**src/rtl/uart_rdy_pkg.sv**
```systemverilog
package uart_rdy_pkg;

    typedef enum logic [1:0] {
        RDY_CHAR  = 2'd0,
        RDY_FIFO  = 2'd1,
        RDY_BLOCK = 2'd2
    } rdy_mode_e;

    function automatic rdy_mode_e mode_of(input logic fifo_en, input logic blk);
        if (!fifo_en)
            return RDY_CHAR;
        else if (blk)
            return RDY_BLOCK;
        else
            return RDY_FIFO;
    endfunction

    function automatic int unsigned trig_level(input logic [1:0] sel);
        case (sel)
            2'd0:    return 1;
            2'd1:    return 4;
            2'd2:    return 8;
            default: return 14;
        endcase
    endfunction

endpackage

```
**src/rtl/uart_rdy_fifo.sv**
```systemverilog
module uart_rdy_fifo #(
    parameter int W     = 8,
    parameter int DEPTH = 16,
    parameter int CW    = $clog2(DEPTH + 1)
) (
    input  logic          clk,
    input  logic          rst,
    input  logic          flush,
    input  logic [CW-1:0] limit,
    input  logic          wr_en,
    input  logic [W-1:0]  wr_data,
    input  logic          rd_en,
    output logic [W-1:0]  rd_data,
    output logic [CW-1:0] count,
    output logic          full
);
    localparam int AW = (DEPTH > 1) ? $clog2(DEPTH) : 1;

    logic [W-1:0]  mem [DEPTH];
    logic [AW-1:0] wp, rp;
    logic          empty, wr_ok, rd_ok;

    function automatic logic [AW-1:0] bump(input logic [AW-1:0] p);
        return (p == AW'(DEPTH - 1)) ? '0 : p + 1'b1;
    endfunction

    assign full    = (count >= limit);
    assign empty   = (count == '0);
    assign wr_ok   = wr_en && !full;
    assign rd_ok   = rd_en && !empty;
    assign rd_data = mem[rp];

    always_ff @(posedge clk) begin
        if (rst || flush) begin
            wp    <= '0;
            rp    <= '0;
            count <= '0;
        end else begin
            if (wr_ok) wp <= bump(wp);
            if (rd_ok) rp <= bump(rp);
            case ({wr_ok, rd_ok})
                2'b10:   count <= count + 1'b1;
                2'b01:   count <= count - 1'b1;
                default: count <= count;
            endcase
        end
    end

    always_ff @(posedge clk) begin
        if (!rst && !flush && wr_ok)
            mem[wp] <= wr_data;
    end

    assert_count_bound_R8: assert property (@(posedge clk) disable iff (rst)
        count <= CW'(DEPTH));

    assert_full_write_dropped_R9: assert property (@(posedge clk) disable iff (rst)
        (wr_en && full && !rd_en && !flush) |=> (count == $past(count)));

    assert_empty_read_dropped_R9: assert property (@(posedge clk) disable iff (rst)
        (rd_en && empty && !wr_en && !flush) |=> (count == '0));

endmodule

```
**src/rtl/uart_rx_ready.sv**
```systemverilog
module uart_rx_ready
    import uart_rdy_pkg::*;
#(
    parameter int CW = 5
) (
    input  logic          clk,
    input  logic          rst,
    input  rdy_mode_e     mode,
    input  logic [1:0]    trig_sel,
    input  logic [CW-1:0] rx_count,
    input  logic          rx_timeout,
    output logic          rx_rdy_n
);
    logic [CW-1:0] level;
    logic          hold_q, has_data, at_level, burst_on;

    assign level    = CW'(trig_level(trig_sel));
    assign has_data = (rx_count != '0);
    assign at_level = (rx_count >= level);
    assign burst_on = has_data && (at_level || hold_q);

    always_comb begin
        if (mode == RDY_BLOCK)
            rx_rdy_n = !burst_on;
        else
            rx_rdy_n = !has_data;
    end

    always_ff @(posedge clk) begin
        if (rst)
            hold_q <= 1'b0;
        else
            hold_q <= (mode == RDY_BLOCK) && has_data && (hold_q || at_level || rx_timeout);
    end

    assert_hold_until_empty_R6: assert property (@(posedge clk) disable iff (rst)
        (mode == RDY_BLOCK && !rx_rdy_n) |=> (mode != RDY_BLOCK || rx_count == '0 || !rx_rdy_n));

    assert_timeout_asserts_R5: assert property (@(posedge clk) disable iff (rst)
        (mode == RDY_BLOCK && rx_timeout && rx_count != '0)
            |=> (mode != RDY_BLOCK || rx_count == '0 || !rx_rdy_n));

endmodule

```
**src/rtl/uart_tx_ready.sv**
```systemverilog
module uart_tx_ready
    import uart_rdy_pkg::*;
#(
    parameter int CW = 5
) (
    input  rdy_mode_e     mode,
    input  logic [CW-1:0] tx_count,
    input  logic          tx_full,
    output logic          tx_rdy_n
);
    always_comb begin
        if (mode == RDY_BLOCK)
            tx_rdy_n = tx_full;
        else
            tx_rdy_n = (tx_count != '0);
    end
endmodule

```
**src/rtl/uart_fifo_ready.sv**
```systemverilog
module uart_fifo_ready
    import uart_rdy_pkg::*;
#(
    parameter int W     = 8,
    parameter int DEPTH = 16,
    parameter int CW    = $clog2(DEPTH + 1)
) (
    input  logic          clk,
    input  logic          rst,
    input  logic          fifo_en,
    input  logic          blk_mode,
    input  logic [1:0]    rx_trig_sel,
    input  logic          host_wr,
    input  logic [W-1:0]  host_wdata,
    input  logic          host_rd,
    output logic [W-1:0]  host_rdata,
    input  logic          ser_pop,
    output logic [W-1:0]  ser_data,
    input  logic          des_push,
    input  logic [W-1:0]  des_data,
    input  logic          rx_timeout,
    output logic          rx_rdy_n,
    output logic          tx_rdy_n,
    output logic [CW-1:0] tx_count,
    output logic [CW-1:0] rx_count,
    output logic          rx_overrun
);
    rdy_mode_e     mode;
    logic          fe_q, flush;
    logic [CW-1:0] limit;
    logic          tx_full, rx_full;

    assign mode  = mode_of(fifo_en, blk_mode);
    assign flush = (fifo_en != fe_q);
    assign limit = fifo_en ? CW'(DEPTH) : CW'(1);

    always_ff @(posedge clk) begin
        if (rst) begin
            fe_q       <= 1'b0;
            rx_overrun <= 1'b0;
        end else begin
            fe_q <= fifo_en;
            if (flush)
                rx_overrun <= 1'b0;
            else if (des_push && rx_full)
                rx_overrun <= 1'b1;
        end
    end

    uart_rdy_fifo #(.W(W), .DEPTH(DEPTH), .CW(CW)) tx_q_i (
        .clk(clk), .rst(rst), .flush(flush), .limit(limit),
        .wr_en(host_wr), .wr_data(host_wdata), .rd_en(ser_pop),
        .rd_data(ser_data), .count(tx_count), .full(tx_full)
    );

    uart_rdy_fifo #(.W(W), .DEPTH(DEPTH), .CW(CW)) rx_q_i (
        .clk(clk), .rst(rst), .flush(flush), .limit(limit),
        .wr_en(des_push), .wr_data(des_data), .rd_en(host_rd),
        .rd_data(host_rdata), .count(rx_count), .full(rx_full)
    );

    uart_rx_ready #(.CW(CW)) rx_rdy_i (
        .clk(clk), .rst(rst), .mode(mode), .trig_sel(rx_trig_sel),
        .rx_count(rx_count), .rx_timeout(rx_timeout), .rx_rdy_n(rx_rdy_n)
    );

    uart_tx_ready #(.CW(CW)) tx_rdy_i (
        .mode(mode), .tx_count(tx_count), .tx_full(tx_full), .tx_rdy_n(tx_rdy_n)
    );

    assert_reset_state_R1: assert property (@(posedge clk) disable iff (rst)
        $past(rst) |-> (rx_rdy_n && !tx_rdy_n && !rx_overrun));

    assert_overrun_cause_R10: assert property (@(posedge clk) disable iff (rst)
        $rose(rx_overrun) |-> $past(des_push));

    assert_tx_free_slot_R7: assert property (@(posedge clk) disable iff (rst)
        (mode == RDY_BLOCK && tx_count < CW'(DEPTH)) |-> !tx_rdy_n);

    assert_flush_empties_R11: assert property (@(posedge clk) disable iff (rst)
        flush |=> (tx_count == '0 && rx_count == '0 && !rx_overrun));

endmodule

```
**config.mk**
```make
export PLATFORM = sky130hd
export DESIGN_NAME = uart_fifo_ready
export DESIGN_NICKNAME = d
export VERILOG_FILES = /design/src/rtl/uart_rdy_pkg.sv /design/src/rtl/uart_rdy_fifo.sv /design/src/rtl/uart_rx_ready.sv /design/src/rtl/uart_tx_ready.sv /design/src/rtl/uart_fifo_ready.sv
export SDC_FILE = /design/constraint.sdc
export NUM_CORES = 1
export LEC_CHECK = 0
export BUFFER_PORTS_ARGS = -buffer_cell sky130_fd_sc_hd__buf_4
export CORE_ASPECT_RATIO = 0.7
export CORE_MARGIN = 2
export CORE_UTILIZATION = 28
export DETAILED_ROUTE_END_ITERATION = 6
export PLACE_DENSITY = 0.44
export SYNTH_ARGS = -nofsm -noshare
export SYNTH_HDL_FRONTEND = slang
export SYNTH_HIERARCHICAL = 1
export SYNTH_SLANG_ARGS = --single-unit
```
**constraint.sdc**
```tcl
create_clock -name clk -period 8.7 [get_ports clk]
set_input_delay 0.87 -clock clk [delete_from_list [all_inputs] [get_ports clk]]
set_output_delay 0.87 -clock clk [all_outputs]
set_load 0.01 [all_outputs]
```
==> qor.yml <==
grt:
  grt_start_max_net_pins: 33
  grt_overflow_total: 0
  grt_pass1_vias: 6176
  grt_pass1_wl_mm: 39.8
  grt_antenna_before_repair: 0
  grt_use_total_pct: 11.8
clocking:
  clk_latency_ns: 0.57
  holdBufCountCts: 0
  cts_tree: "yes"
  cts-resized-gates: 0
  clock-root-buffer: "clkbuf_16"
  cts_made_buffers: 30
  clock_path_buffers: 3
  cts_setup_buffers: 0
  htreeDepth: 1
  clock_sinks: 293
  clk_pin_slew_ns: 0.06
logic_synthesis:
  yosysTopAreaCell: "edfxtp_1"
  synth.most_common_cell: "edfxtp_1"
  synth-seq-area-share_pct: 68.5
  ys_top_cells_by_area: "edfxtp_1, mux4_1, mux4_2, dfxtp_1, ha_1"
  syn-cell-area_sq_um: 12300
  synth_top_area_share_pct: 62.5
  ys.flop_type: "edfxtp_1"
  synth_edf_count: 256
  yosys.cell_types.count: 59
  synth_common_cells: "edfxtp_1, nor2_1, mux4_1"
  synth_seq_cells: 293
  async_reset_ff_share_pct: 0
  ys_warn_count: 6
  syn_avg_cell_area_sq_um: 17.8
  netlist_instances: 689
timing:
  rsz0062_at_grt: "no"
  final-max-slew-violation-count: 0
  clock.fmax_mhz: 271
  setup_viol: 0
  setup_slack_ns: 5.02
  slew-limit-headroom_pct: 24.8
  min_period_over_period_pct: 42.3
  min_period_ns: 3.68
  tightest_slew_ns: 1.12
  hold_viol_final: 0
  setup_tns_ns: 0
  skew_ns: 0.0226
layout:
  area_delta_synth_final_pct: 17.0
  nFillCells: 4170
  nets: 825
  drive_gt1_share_pct: 21.8
  num_antenna_cells: 0
  finalInstanceArea_sq_um: 14400
  multiInputGateArea_sq_um: 3640
  seq_area_sq_um: 8430
critical_path:
  slowest_stage: "a21o_1"
  end_kind: "register"
  path_max_fanout: 17
  crit_path_max_incr_delay_ns: 0.70
  rr_startpoint: "tx_q_i/count[0]"
  required_ns: 9.19
  r2r_slack_ns: 5.02
  r2r_end: "tx_q_i/count[4]"
  cp-start-kind: "register"
  r2r_cells: 12
  path_cells: "inv_1, ha_1, nor2b_1, o21ai_1, a21o_1, ha_1, inv_1, fa_1, nand2b_1, a21oi_1, mux2i_1, mux2i_1"
  path_class: "register to register"
  arrival_ns: 4.18
pwr:
  ir_drop_uv: 132
  power.static_leakage_nw: 4.65
  p_per_area_nw_per_um2: 203
outcome:
  status: "finished clean"
detailed_routing:
  postRouteAntennaNets: 0
  drc: 0
  dr.pass1.iters: 4
  post_drt_wl_per_cell_microns: 19.0
  drtIter0Drc: 390
  vias_per_cell: 4.49
  vias: 6204
  totalWireLength_mm: 26.3
placement:
  place_ws_ns: 4.60
  dpl-instance-area_sq_um: 13400
  gp_congestion: 0.736
  portBuffers: 55
  hpwl_mm: 17.1
floorplan:
  die_w_microns: 254
  die-height_microns: 179
  io_pins: 56
  core_area_sq_um: 43500
  start_util_pct: 28.3
  num_rows: 64
  die_area_sq_um: 45600
min_path:
  hold_path.startpoint: "rx_q_i/rp[3]"
  hold_path_end: "rx_q_i/rp[3]"
  hp-class: "register to register"
  holdPathStages: 2
job:
  drv_cap: 0
==> power breakdown <==
group          leakage (nW)  switching, mW  internal, mW
logic                  1.59         0.0818        0.0604
clock network         0.449          0.545         0.692
registers              2.60        0.00793          1.53
total                  4.65          0.635          2.29
==> layout by cell type (no fill, tap or decap), drive strengths merged, types with 14 or more instances in the layout <==
master and instances:
edfxtp 256, nand2 35, clkbuf 32, mux4 72
buf 68, inv 28, dfxtp 37, nor3 14
ha 32, nor2 44, clkinv 15, a22oi 16
a21oi 19
==> critical path: cells and delay by family, from the launching register on <==
kind / cells / cell delay (ns)
mux: 2 / 0.42
compound gates: 3 / 1.15
buf+inv: 2 / 0.25
simple gates: 2 / 0.20
flops: 1 / 0.52
fa+ha+maj: 3 / 1.07
==> through the flow <==
step	utilization, %	power [mW]	hold slack, ns	cells
after global routing	33.1	3.05	0.501	1382
final	33.1	2.92	0.509	1382
after global placement	30.9	1.72	0.505	1326
after detailed placement	30.9	1.72	0.502	1326
after CTS	33.1	2.97	0.486	1382
after floorplan	-	1.66	0.472	694
==> how the worst max path moves through the flow <==
stage / start / end
floorplan: fifo_en / tx_q_i/count[4]
global placement: fifo_en / tx_q_i/count[4]
detailed placement: fifo_en / tx_q_i/count[4]
CTS: register / host_rdata[7]
global route: tx_q_i/count[0] / tx_q_i/count[4]
finish: tx_q_i/count[0] / tx_q_i/count[4]
==> final cells by class <==
class / instances / area share (%)
flip-flops and latches: 293 / 58.6
multi-input cells: 344 / 25.3
clock buffers: 32 / 5.27
well taps: 594 / 5.17
repair buffers: 68 / 3.55
clock inverters: 24 / 1.35
inverters: 27 / 0.705
==> kinds of logic after synthesis <==
logic type      after synthesis  share of synthesized area [%]
compound gates               73                           3.97
buf+inv                      57                           2.54
flops                       293                           68.5
fa+ha+maj                    34                           3.58
simple gates                143                           5.75
xor+xnor                      7                          0.499
other cells                   1                         0.0305
mux                          81                           15.1
==> sequential cells by signal (all words and copies together) (netlist names), named ones only <==
register,cells
tx_q_i/count,5
rx_q_i/mem,128
tx_q_i/rp,4
tx_q_i/wp,4
rx_q_i/wp,4
rx_q_i/rp,4
rx_rdy_i/hold_q,1
rx_q_i/count,5
fe_q,1
tx_q_i/mem,128
rx_overrun,1
==> layer usage <==
metal,vias to the layer above,GRT usage (%),wire length [microns]
met2,118,16.0,10700
met4,0,2.65,427
met5,-,0,0
met1,3144,18.6,13900
met3,29,2.89,1300
li1,2913,-,-
(Power assumes the default switching activity.)
